### config.mk
export PLATFORM = sky130hd
export DESIGN_NAME = lfsr_clkdiv
export DESIGN_NICKNAME = d
export VERILOG_FILES = /design/src/rtl/lfsr_div_pkg.sv /design/src/rtl/lfsr_div_core.sv /design/src/rtl/lfsr_div_decode.sv /design/src/rtl/lfsr_div_toggle.sv /design/src/rtl/lfsr_clkdiv.sv
export SDC_FILE = /design/constraint.sdc
export NUM_CORES = 1
export LEC_CHECK = 0
export BUFFER_PORTS_ARGS = -buffer_cell sky130_fd_sc_hd__buf_2
export CORE_AREA = 2 2 39 41
export DETAILED_ROUTE_END_ITERATION = 8
export DIE_AREA = 0 0 41 43
export PLACE_DENSITY_LB_ADDON = 0.25
export SLEW_MARGIN = 20
export SYNTH_ARGS = -nofsm -noshare
export SYNTH_HDL_FRONTEND = slang
export SYNTH_SLANG_ARGS = --single-unit
### constraint.sdc
create_clock -name clk -period 1.3 [get_ports clk]
set_input_delay 0.26 -clock clk [delete_from_list [all_inputs] [get_ports clk]]
set_output_delay 0.26 -clock clk [all_outputs]
set_load 0.005 [all_outputs]
### src/rtl/lfsr_div_pkg.sv
package lfsr_div_pkg;

    localparam int unsigned MAXW = 32;

    // An affine map over GF(2): y = L*x ^ c.
    // Column i of L is the image of unit vector i.
    typedef struct packed {
        logic [MAXW*MAXW-1:0] cols;
        logic [MAXW-1:0]      c;
    } aff_t;

    function automatic logic [MAXW-1:0] width_mask(int unsigned len);
        return MAXW'((64'd1 << len) - 64'd1);
    endfunction

    // Smallest length whose maximal sequence (2^k - 1 states) covers n.
    function automatic int unsigned min_len(int unsigned n);
        int unsigned k;
        k = 2;
        for (int unsigned i = 2; i < MAXW; i++) begin
            if (((64'd1 << k) - 64'd1) < 64'(n)) k = i + 1;
        end
        return k;
    endfunction

    // Maximal-length tap masks; bit p-1 set means stage p feeds the gate.
    function automatic logic [MAXW-1:0] default_taps(int unsigned len);
        case (len)
            2:       return 32'h0000_0003;
            3:       return 32'h0000_0006;
            4:       return 32'h0000_000C;
            5:       return 32'h0000_0014;
            6:       return 32'h0000_0030;
            7:       return 32'h0000_0060;
            8:       return 32'h0000_00B8;
            9:       return 32'h0000_0110;
            10:      return 32'h0000_0240;
            11:      return 32'h0000_0500;
            12:      return 32'h0000_0829;
            13:      return 32'h0000_100D;
            14:      return 32'h0000_2015;
            15:      return 32'h0000_6000;
            16:      return 32'h0000_D008;
            default: return 32'h0;
        endcase
    endfunction

    function automatic logic [MAXW-1:0] aff_apply(aff_t m, logic [MAXW-1:0] x);
        logic [MAXW-1:0] y;
        y = m.c;
        for (int unsigned i = 0; i < MAXW; i++) begin
            if (x[i]) y = y ^ m.cols[i*MAXW +: MAXW];
        end
        return y;
    endfunction

    // Returns the map that applies f first, then g.
    function automatic aff_t aff_compose(aff_t g, aff_t f);
        aff_t r;
        r.c = aff_apply(g, f.c);
        for (int unsigned i = 0; i < MAXW; i++) begin
            r.cols[i*MAXW +: MAXW] = aff_apply(g, f.cols[i*MAXW +: MAXW]) ^ g.c;
        end
        return r;
    endfunction

    function automatic aff_t aff_identity();
        aff_t r;
        r.c = '0;
        for (int unsigned i = 0; i < MAXW; i++) begin
            r.cols[i*MAXW +: MAXW] = MAXW'(64'd1 << i);
        end
        return r;
    endfunction

    // One register step: shift up, new bit 0 = XNOR of the tapped bits.
    function automatic aff_t aff_step(int unsigned len, logic [MAXW-1:0] taps);
        aff_t            r;
        logic [MAXW-1:0] col;
        r.c = MAXW'(1);
        for (int unsigned i = 0; i < MAXW; i++) begin
            col = '0;
            if (i < len) begin
                col = MAXW'(64'd1 << (i + 1)) & width_mask(len);
                if (taps[i]) col[0] = 1'b1;
            end
            r.cols[i*MAXW +: MAXW] = col;
        end
        return r;
    endfunction

    // The pattern after n-1 steps from zero, by repeated squaring of the step.
    function automatic logic [MAXW-1:0] term_state(int unsigned n, int unsigned len,
                                                   logic [MAXW-1:0] taps);
        aff_t        acc;
        aff_t        base;
        int unsigned e;
        acc  = aff_identity();
        base = aff_step(len, taps);
        e    = n - 1;
        for (int unsigned b = 0; b < MAXW; b++) begin
            if (e[b]) acc = aff_compose(base, acc);
            base = aff_compose(base, base);
        end
        return aff_apply(acc, '0) & width_mask(len);
    endfunction

    function automatic logic tap_parity(logic [MAXW-1:0] taps);
        return ^taps;
    endfunction

endpackage

### src/rtl/lfsr_div_core.sv
module lfsr_div_core #(
    parameter int unsigned     LEN  = 6,
    parameter logic [LEN-1:0]  TAPS = 6'b110000
) (
    input  logic           clk,
    input  logic           rst,
    input  logic           en,
    input  logic           term_hit,
    input  logic           lock_hit,
    output logic [LEN-1:0] state
);

    typedef struct packed {
        logic [LEN-1:0] sr;
    } core_s;

    core_s r_d, r_q;

    always_comb begin
        r_d = r_q;
        if (en) begin
            if (term_hit || lock_hit) r_d.sr = '0;
            else                      r_d.sr = {r_q.sr[LEN-2:0], ~^(r_q.sr & TAPS)};
        end
        if (rst) r_d.sr = '0;
    end

    always_ff @(posedge clk) begin
        r_q <= r_d;
    end

    assign state = r_q.sr;

    a_r1_reset_clear: assert property (@(posedge clk) rst |=> (state == '0));

    a_r3_term_reload: assert property (@(posedge clk) disable iff (rst)
        (en && term_hit) |=> (state == '0));

    a_r8_lock_exit: assert property (@(posedge clk) disable iff (rst)
        (en && lock_hit) |=> (state == '0));

    a_r7_hold_state: assert property (@(posedge clk) disable iff (rst)
        !en |=> $stable(state));

endmodule

### src/rtl/lfsr_div_decode.sv
module lfsr_div_decode #(
    parameter int unsigned     LEN  = 6,
    parameter logic [LEN-1:0]  TERM = '0
) (
    input  logic [LEN-1:0] state,
    output logic           term_hit,
    output logic           lock_hit
);

    always_comb begin
        term_hit = (state == TERM);
        lock_hit = &state;
    end

endmodule

### src/rtl/lfsr_div_toggle.sv
module lfsr_div_toggle (
    input  logic clk,
    input  logic rst,
    input  logic en,
    input  logic tick,
    output logic square
);

    typedef struct packed {
        logic sq;
    } tgl_s;

    tgl_s t_d, t_q;

    always_comb begin
        t_d = t_q;
        if (en && tick) t_d.sq = ~t_q.sq;
        if (rst)        t_d.sq = 1'b0;
    end

    always_ff @(posedge clk) begin
        t_q <= t_d;
    end

    assign square = t_q.sq;

    a_r6_flip_on_tick: assert property (@(posedge clk) disable iff (rst)
        (en && tick) |=> (square != $past(square)));

    a_r7_square_still: assert property (@(posedge clk) disable iff (rst)
        !(en && tick) |=> $stable(square));

endmodule

### src/rtl/lfsr_clkdiv.sv
module lfsr_clkdiv
    import lfsr_div_pkg::*;
#(
    parameter int unsigned     DIV_N = 37,
    parameter int unsigned     LEN   = min_len(DIV_N),
    parameter logic [LEN-1:0]  TAPS  = LEN'(default_taps(LEN))
) (
    input  logic           clk,
    input  logic           rst,
    input  logic           en,
    output logic           tick_o,
    output logic           square_o,
    output logic [LEN-1:0] phase_o
);

    localparam logic [LEN-1:0] TERM = LEN'(term_state(DIV_N, LEN, MAXW'(TAPS)));
    localparam longint unsigned MAXSEQ = (64'd1 << LEN) - 64'd1;

    if (LEN < 2 || LEN > MAXW) begin : g_bad_len
        $error("register length out of range");
    end
    if (DIV_N < 2 || 64'(DIV_N) > MAXSEQ) begin : g_bad_n
        $error("division ratio does not fit the register");
    end
    if (!TAPS[LEN-1]) begin : g_bad_msb
        $error("tap set must include the last stage");
    end
    if (tap_parity(MAXW'(TAPS))) begin : g_bad_parity
        $error("tap count must be even");
    end
    if (&TERM) begin : g_bad_term
        $error("terminal pattern falls on the lock-up state");
    end

    logic [LEN-1:0] state;
    logic           term_hit;
    logic           lock_hit;

    lfsr_div_core #(.LEN(LEN), .TAPS(TAPS)) u_core (
        .clk      (clk),
        .rst      (rst),
        .en       (en),
        .term_hit (term_hit),
        .lock_hit (lock_hit),
        .state    (state)
    );

    lfsr_div_decode #(.LEN(LEN), .TERM(TERM)) u_decode (
        .state    (state),
        .term_hit (term_hit),
        .lock_hit (lock_hit)
    );

    lfsr_div_toggle u_toggle (
        .clk    (clk),
        .rst    (rst),
        .en     (en),
        .tick   (term_hit),
        .square (square_o)
    );

    assign tick_o  = term_hit;
    assign phase_o = state;

    a_r5_decode_exclusive: assert property (@(posedge clk) disable iff (rst)
        $onehot0({term_hit, lock_hit}));

endmodule

==> flow_metrics.tcl, run 1 <==
set metrics [dict create \
    min_path_cells 2 \
    clk_latency_ns 0.26 \
    cts_buffers 3 \
    path_max_fanout 2 \
    fin_ws_ns 0.00806 \
    grt_usage 0.121 \
    hold_start "rst" \
    cts_root_buf "clkbuf_4" \
    r2r_slack_ns 0.07 \
    grt_pass1_vias 302 \
    intPower_uw 358 \
    first_pass_iters 4 \
    vias_per_cell 4.75 \
    yosysMostFrequentCell "dfxtp_1" \
    area_delta_synth_final_pct 43.2 \
    drtIter0Drc 6 \
    antenna_found_initial 0 \
    r2r_cells 6 \
    required_ns 1.04 \
    ios 11 \
    p_switching_uw 117 \
    post_synth.cell_area_avg_um2 8.98 \
    seqPwrFrac 0.475 \
    slew_headroom 0.852 \
    powerDensity_mw_per_mm2 948 \
    status "completed" \
    ir_worst_vdd_v 0.000382 \
    finClkSkew_ns 0.00452 \
    initial_core_util 0.253 \
    synth_fp_nets 44 \
    ctsHoldBuffers 0 \
    dpl.hpwl_um 563 \
    dpl_cell_area_um2 428 \
    p_leak_uw 0.000226 \
    drive_gt1_frac 0.509 \
    drc 0 \
    coreArea_mm2 0.00138 \
    r2r_end "u_toggle.square" \
    vias 337 \
    netlist_area_um2 350 \
    post-route-min-period_ns 1.29 \
    gp_congestion 0.710 \
    grt-ovfl-total 0 \
    dieArea_mm2 0.00176 \
    design_area_um2 502 \
    max_freq_ghz 0.774 \
    setup_viol 0 \
    die_height_um 43 \
    report.final.hold_viol_count 0 \
    ys_types 17 \
    yosys-top-cells-count "7 x dfxtp_1, 6 x nand3_1, 4 x inv_1, 4 x nand2_1, 3 x o31ai_1" \
    n_antenna_cell 0 \
    netlist_top_cells_area "dfxtp_1 40%, nand3_1 8.6%, ha_1 7.1%" \
    synth_top_area_cell "dfxtp_1" \
    clockBufferDepth 2 \
    grt_pass1_wl_mm 1.32 \
    drv_cap 0 \
    ant_nets 0 \
    pre_cts_slack_ns 0.0173 \
    postSynthCellCount 39 \
    arrival_ns 1.03 \
    holdPathEnd "u_toggle.square" \
    hold_path.class "in2reg" \
    wl_per_cell_um 11.7 \
    crit_path_end_kind "output port" \
    cts_tree "built" \
    seq_area_frac_synth 0.400 \
    slew_violations 0 \
    fin_crit_sh 0.994 \
    die_w_um 41 \
    start_kind "flip-flop" \
    max_slew.worst_pin.slew_ns 0.220 \
    synth-edff-count 0 \
    portBuffers 10 \
    rsz0062_at_grt "yes" \
    combPwrFrac 0.092 \
    fin_nets 61 \
    r2r-start "u_core.state[4]" \
    yosys_most_used_dff "dfxtp_1" \
    clkSlewWorstSetupHoldPaths_ns 0.06 \
    switching_share 0.247 \
    cts_sinks 7 \
    h-tree-depth 1 \
    synth_warnings 0 \
    num_rows 14 \
    wirelength_um 830 \
    pwr-share-clk 0.433 \
    grt_max_degree 10 \
    yosys_register_bits 7 \
    crit_type "reg2out" \
    synthArstFlopShare 0 \
    synth_top_area_frac 0.400 \
]
[metrics by stage]
stage	total power (uW)	TNS, ns	hold WS, ns	cells	util
finish	476	0	0.299	71	0.363
global route	500	-0.0441	0.312	71	0.363
CTS	475	-0.0172	0.265	71	0.350
detailed placement	268	0	0.476	66	0.309
global placement	268	0	0.475	66	0.309
floorplan	256	0	0.474	39	-
[layer usage]
layer  track usage  vias up  part of all wire
li1              -      174                 -
met1         0.159      153              0.46
met2         0.147        8              0.46
met3        0.0471        2             0.058
met4         0.100        0             0.020
met5             0        -                 0
[critical path, stage by stage (launching register included)]
cell	delay [ns]
dfxtp_2	0.32
inv_2	0.07
ha_4	0.15
nand2b_4	0.05
nor2_1	0.07
buf_2	0.11
[cell usage in the layout, fill, tap and decap left out, drive strengths merged, types with 2 or more instances in the layout]
| cell | netlist | layout |
|---|---|---|
| clkbuf | 0 | 4 |
| buf | 2 | 14 |
| dfxtp | 7 | 7 |
| ha | 2 | 2 |
| nand3 | 7 | 7 |
| o31ai | 3 | 3 |
| inv | 4 | 4 |
| o32ai | 2 | 2 |
| a21oi | 2 | 2 |
| nand2 | 4 | 4 |
[state kept, by name (all words and copies together) (netlist names)]
| register | count |
|---|---|
| u_toggle.square | 1 |
| u_core.state | 6 |
[cell type report]
cell class                 instances  area, um2
sequential                         7        143
tap                               16       20.0
multi-input combinational         26        218
timing repair buffer              14       80.1
inverter                           4       15.0
fill                             151        882
clock buffer                       4       26.3
[timing repair]
| action | CTS | global route |
|---|---|---|
| setup endpoints to repair | 3 | 4 |
| buffers inserted | 1 | 0 |
| pin swaps | 2 | 2 |
| gates resized for setup | 7 | 3 |
| hold endpoints to repair | 0 | 0 |
[how the worst max path moves through the flow]
stage	startpoint	end	slack, ns	cells past startpoint
after floorplan	u_core.state[4]	u_core.state[4]	0.06	5
after global placement	u_core.state[4]	u_core.state[1]	0.04	6
after detailed placement	u_core.state[4]	u_core.state[0]	0.02	6
after CTS	u_core.state[5]	tick_o	-0.02	5
after global routing	u_core.state[4]	tick_o	-0.04	5
final	u_core.state[4]	tick_o	0.008	5
[power groups by stage]
stage | clock network [uW] | registers, uW | logic (uW)
after floorplan | 0 | 231 | 25.4
after global placement | 0 | 230 | 37.6
after detailed placement | 0 | 230 | 37.9
after CTS | 209 | 226 | 40.5
after global routing | 224 | 227 | 48.6
final | 206 | 226 | 43.9
[cells by family (layout without fill, tap and decap cells)]
logic type,count (synthesis),in the layout,share of synthesized area
buf+inv,6,22,0.0857
compound gates,9,9,0.182
flops,7,7,0.400
fa+ha+maj,2,2,0.0714
simple gates,15,15,0.261
No activity file was read; power rests on OpenSTA's default activity.
==> run 2: changes to the inputs <==
ABC_AREA = 1   (was not set)
==> run 2 against run 1 <==
Net effect:
- cell area decreased by 3.0%
- area after synthesis unchanged
- non-clock buffer count decreased by 1
- sequential power increased by 7%
- routed wire length decreased by 13%
- critical path type unchanged
- largest power group unchanged
==> flow_metrics.tcl, run 2 <==
set metrics [dict create \
    largest_register_ffs 6 \
    drc 0 \
    first_pass_iters 3 \
    required_ns 1.04 \
    synth_simple_gate_area_share 0.236 \
    slew_headroom 0.846 \
    layout_commonest_cell "nand2_1" \
    post-route-min-period_ns 1.30 \
    dpl_cell_area_um2 415 \
    netlist_top_cells_area "dfxtp_1 40%, nand2_1 12%, o21ai_0 8.6%" \
    design_area_um2 487 \
    gp_congestion 0.687 \
    synth-edff-count 0 \
    hold_path.class "in2reg" \
    yosys_most_used_dff "dfxtp_1" \
    ios 11 \
    status "completed" \
    synth_top_area_frac 0.400 \
    grt_usage 0.110 \
    drive_gt1_frac 0.429 \
    start_kind "flip-flop" \
    post_synth.cell_area_avg_um2 7.45 \
    finClkSkew_ns 0.00811 \
    dieArea_mm2 0.00176 \
    cts_sinks 7 \
    powerDensity_mw_per_mm2 1070 \
    max_freq_ghz 0.772 \
    synth_warnings 0 \
    hold_start "rst" \
    path_max_fanout 2 \
    ctsHoldBuffers 0 \
    yosys_register_bits 7 \
    synth_fp_nets 52 \
    setup_viol 0 \
    p_leak_uw 0.000237 \
    vias_per_cell 4.35 \
    area_delta_synth_final_pct 38.9 \
    cts_root_buf "clkbuf_4" \
    grt_pass1_vias 303 \
    postSynthCellCount 47 \
    use_met3 0.0942 \
    synth_xor_area_frac 0 \
    grtUsageMet1 0.129 \
    cts_tree "built" \
    crit_path_end_kind "output port" \
    n_antenna_cell 0 \
    synth_top_family_by_area "simple AND/OR/NAND/NOR gates" \
    ant_nets 0 \
    seq_area_frac_synth 0.400 \
    total_power_uw 521 \
    synth_top_area_cell "dfxtp_1" \
    wl_per_cell_um 9.09 \
    crit_family "flip-flops" \
    fin_crit_sh 0.997 \
    max_slew.worst_pin.slew_ns 0.232 \
    rsz0062_at_grt "yes" \
    muxShareOfSynthArea 0 \
    drv_cap 0 \
    coreArea_mm2 0.00138 \
    cts_buffers 3 \
    critPathMaxStageDelay_ns 0.32 \
    synth_compound_area_frac 0.193 \
    wirelength_um 718 \
    cp-startpoint "u_core.state[5]" \
    synthArstFlopShare 0 \
    clockBufferDepth 2 \
    clk_latency_ns 0.25 \
    path_buf_inv 2 \
    busiest_layer "met2" \
    num_rows 14 \
    slew_violations 0 \
    use_met2 0.141 \
    crit_type "reg2out" \
    die_height_um 43 \
    netlist_area_um2 350 \
    fin_nets 69 \
    h-tree-depth 1 \
    yosysMostFrequentCell "nand2_1" \
    tns_ns 0 \
    vias 344 \
    grt-ovfl-total 0 \
    ys_types 14 \
    synthAdderAreaFrac 0.0714 \
    ir_worst_vdd_v 0.000574 \
    cpMaxStageDelayCell "dfxtp_2" \
    arrival_ns 1.04 \
    die_w_um 41 \
    yosys-top-cells-count "11 x nand2_1, 7 x dfxtp_1, 7 x inv_1, 6 x o21ai_0, 4 x a21oi_1" \
    fill_cells 149 \
    r2r-start "u_core.state[4]" \
    grt_max_degree 15 \
    antenna_found_initial 0 \
    report.final.hold_viol_count 0 \
    dpl.hpwl_um 503 \
    clkSlewWorstSetupHoldPaths_ns 0.06 \
    layout_common_cells "11 x nand2_1, 10 x buf_2, 6 x o21ai_0" \
    initial_core_util 0.253 \
    portBuffers 10 \
    path_cells "inv_2 -> ha_4 -> nand3_4 -> nor2_4 -> buf_2" \
    drtIter0Drc 5 \
    grt_pass1_wl_mm 1.24 \
]
run 2: cell count changes in the layout (fill, tap and decap cells not counted), moves of 2 or more:
cell and delta:
o21ai_0 +5, o32ai_1 -2, a21oi_2 +2, nand2_1 +7, inv_1 +3, o31ai_2 -2, a21oi_1 +2, nand3_1 -4
run 2: report_power, final:
group,switching [uW],internal [uW]
sequential,13.5,229
clock,82.1,117
combinational,42.1,37.4
total,138,383
run 2: layout make-up:
class,count,area [um2],share of cell area
tap,16,20.0,0.0411
timing repair buffer,13,72.6,0.149
inverter,8,30.0,0.0617
multi-input combinational,31,195,0.401
sequential,7,143,0.293
clock buffer,4,26.3,0.0540
run 2: repair_timing:
| action | in CTS | in global routing |
|---|---|---|
| cloned | 0 | 0 |
| setup endpoints to repair | 1 | 1 |
| setup buffers | 3 | 0 |
| resized for setup | 7 | 0 |
| pin swaps | 3 | 1 |
run 2: kinds of logic after synthesis:
logic type                 count (synthesis)
DFF                                        7
adders and majority gates                  2
and+or+nand+nor                           17
buffers and inverters                      9
AOI/OAI and AO/OA                         12
run 2: worst paths after layout:
kind / to / slack, ns / cells after the start
worst min-delay path: u_toggle.square / 0.33 / 4
worst max-delay path: tick_o / 0.004 / 5
worst max register to register: u_core.state[5] / 0.17 / 7
worst min register to register: u_core.state[4] / 0.48 / 2
run 2: worst reg2reg max path: cells and delay by family (launching register included):
kind / cells / cell delay, ns
AO/OA/AOI/OAI: 1 / 0.11
adder cells (fa/ha/maj): 1 / 0.18
flip-flops: 1 / 0.32
AND/OR/NAND/NOR: 4 / 0.30
buffers and inverters: 1 / 0.14
run 2: per-stage QoR:
stage                     hold WS (ns)  std cells  setup slack [ns]   util
after CTS                        0.333         79           -0.0382  0.352
final                            0.334         79           0.00427  0.352
after detailed placement         0.486         72             0.111  0.300
after floorplan                  0.453         47             0.206      -
after global routing             0.357         79           -0.0633  0.352
after global placement           0.488         72             0.111  0.300
run 2: per-layer routing:
layer	vias up	share of wire
met2	10	0.49
met5	-	0
met1	152	0.42
met3	0	0.088
li1	182	-
met4	0	0
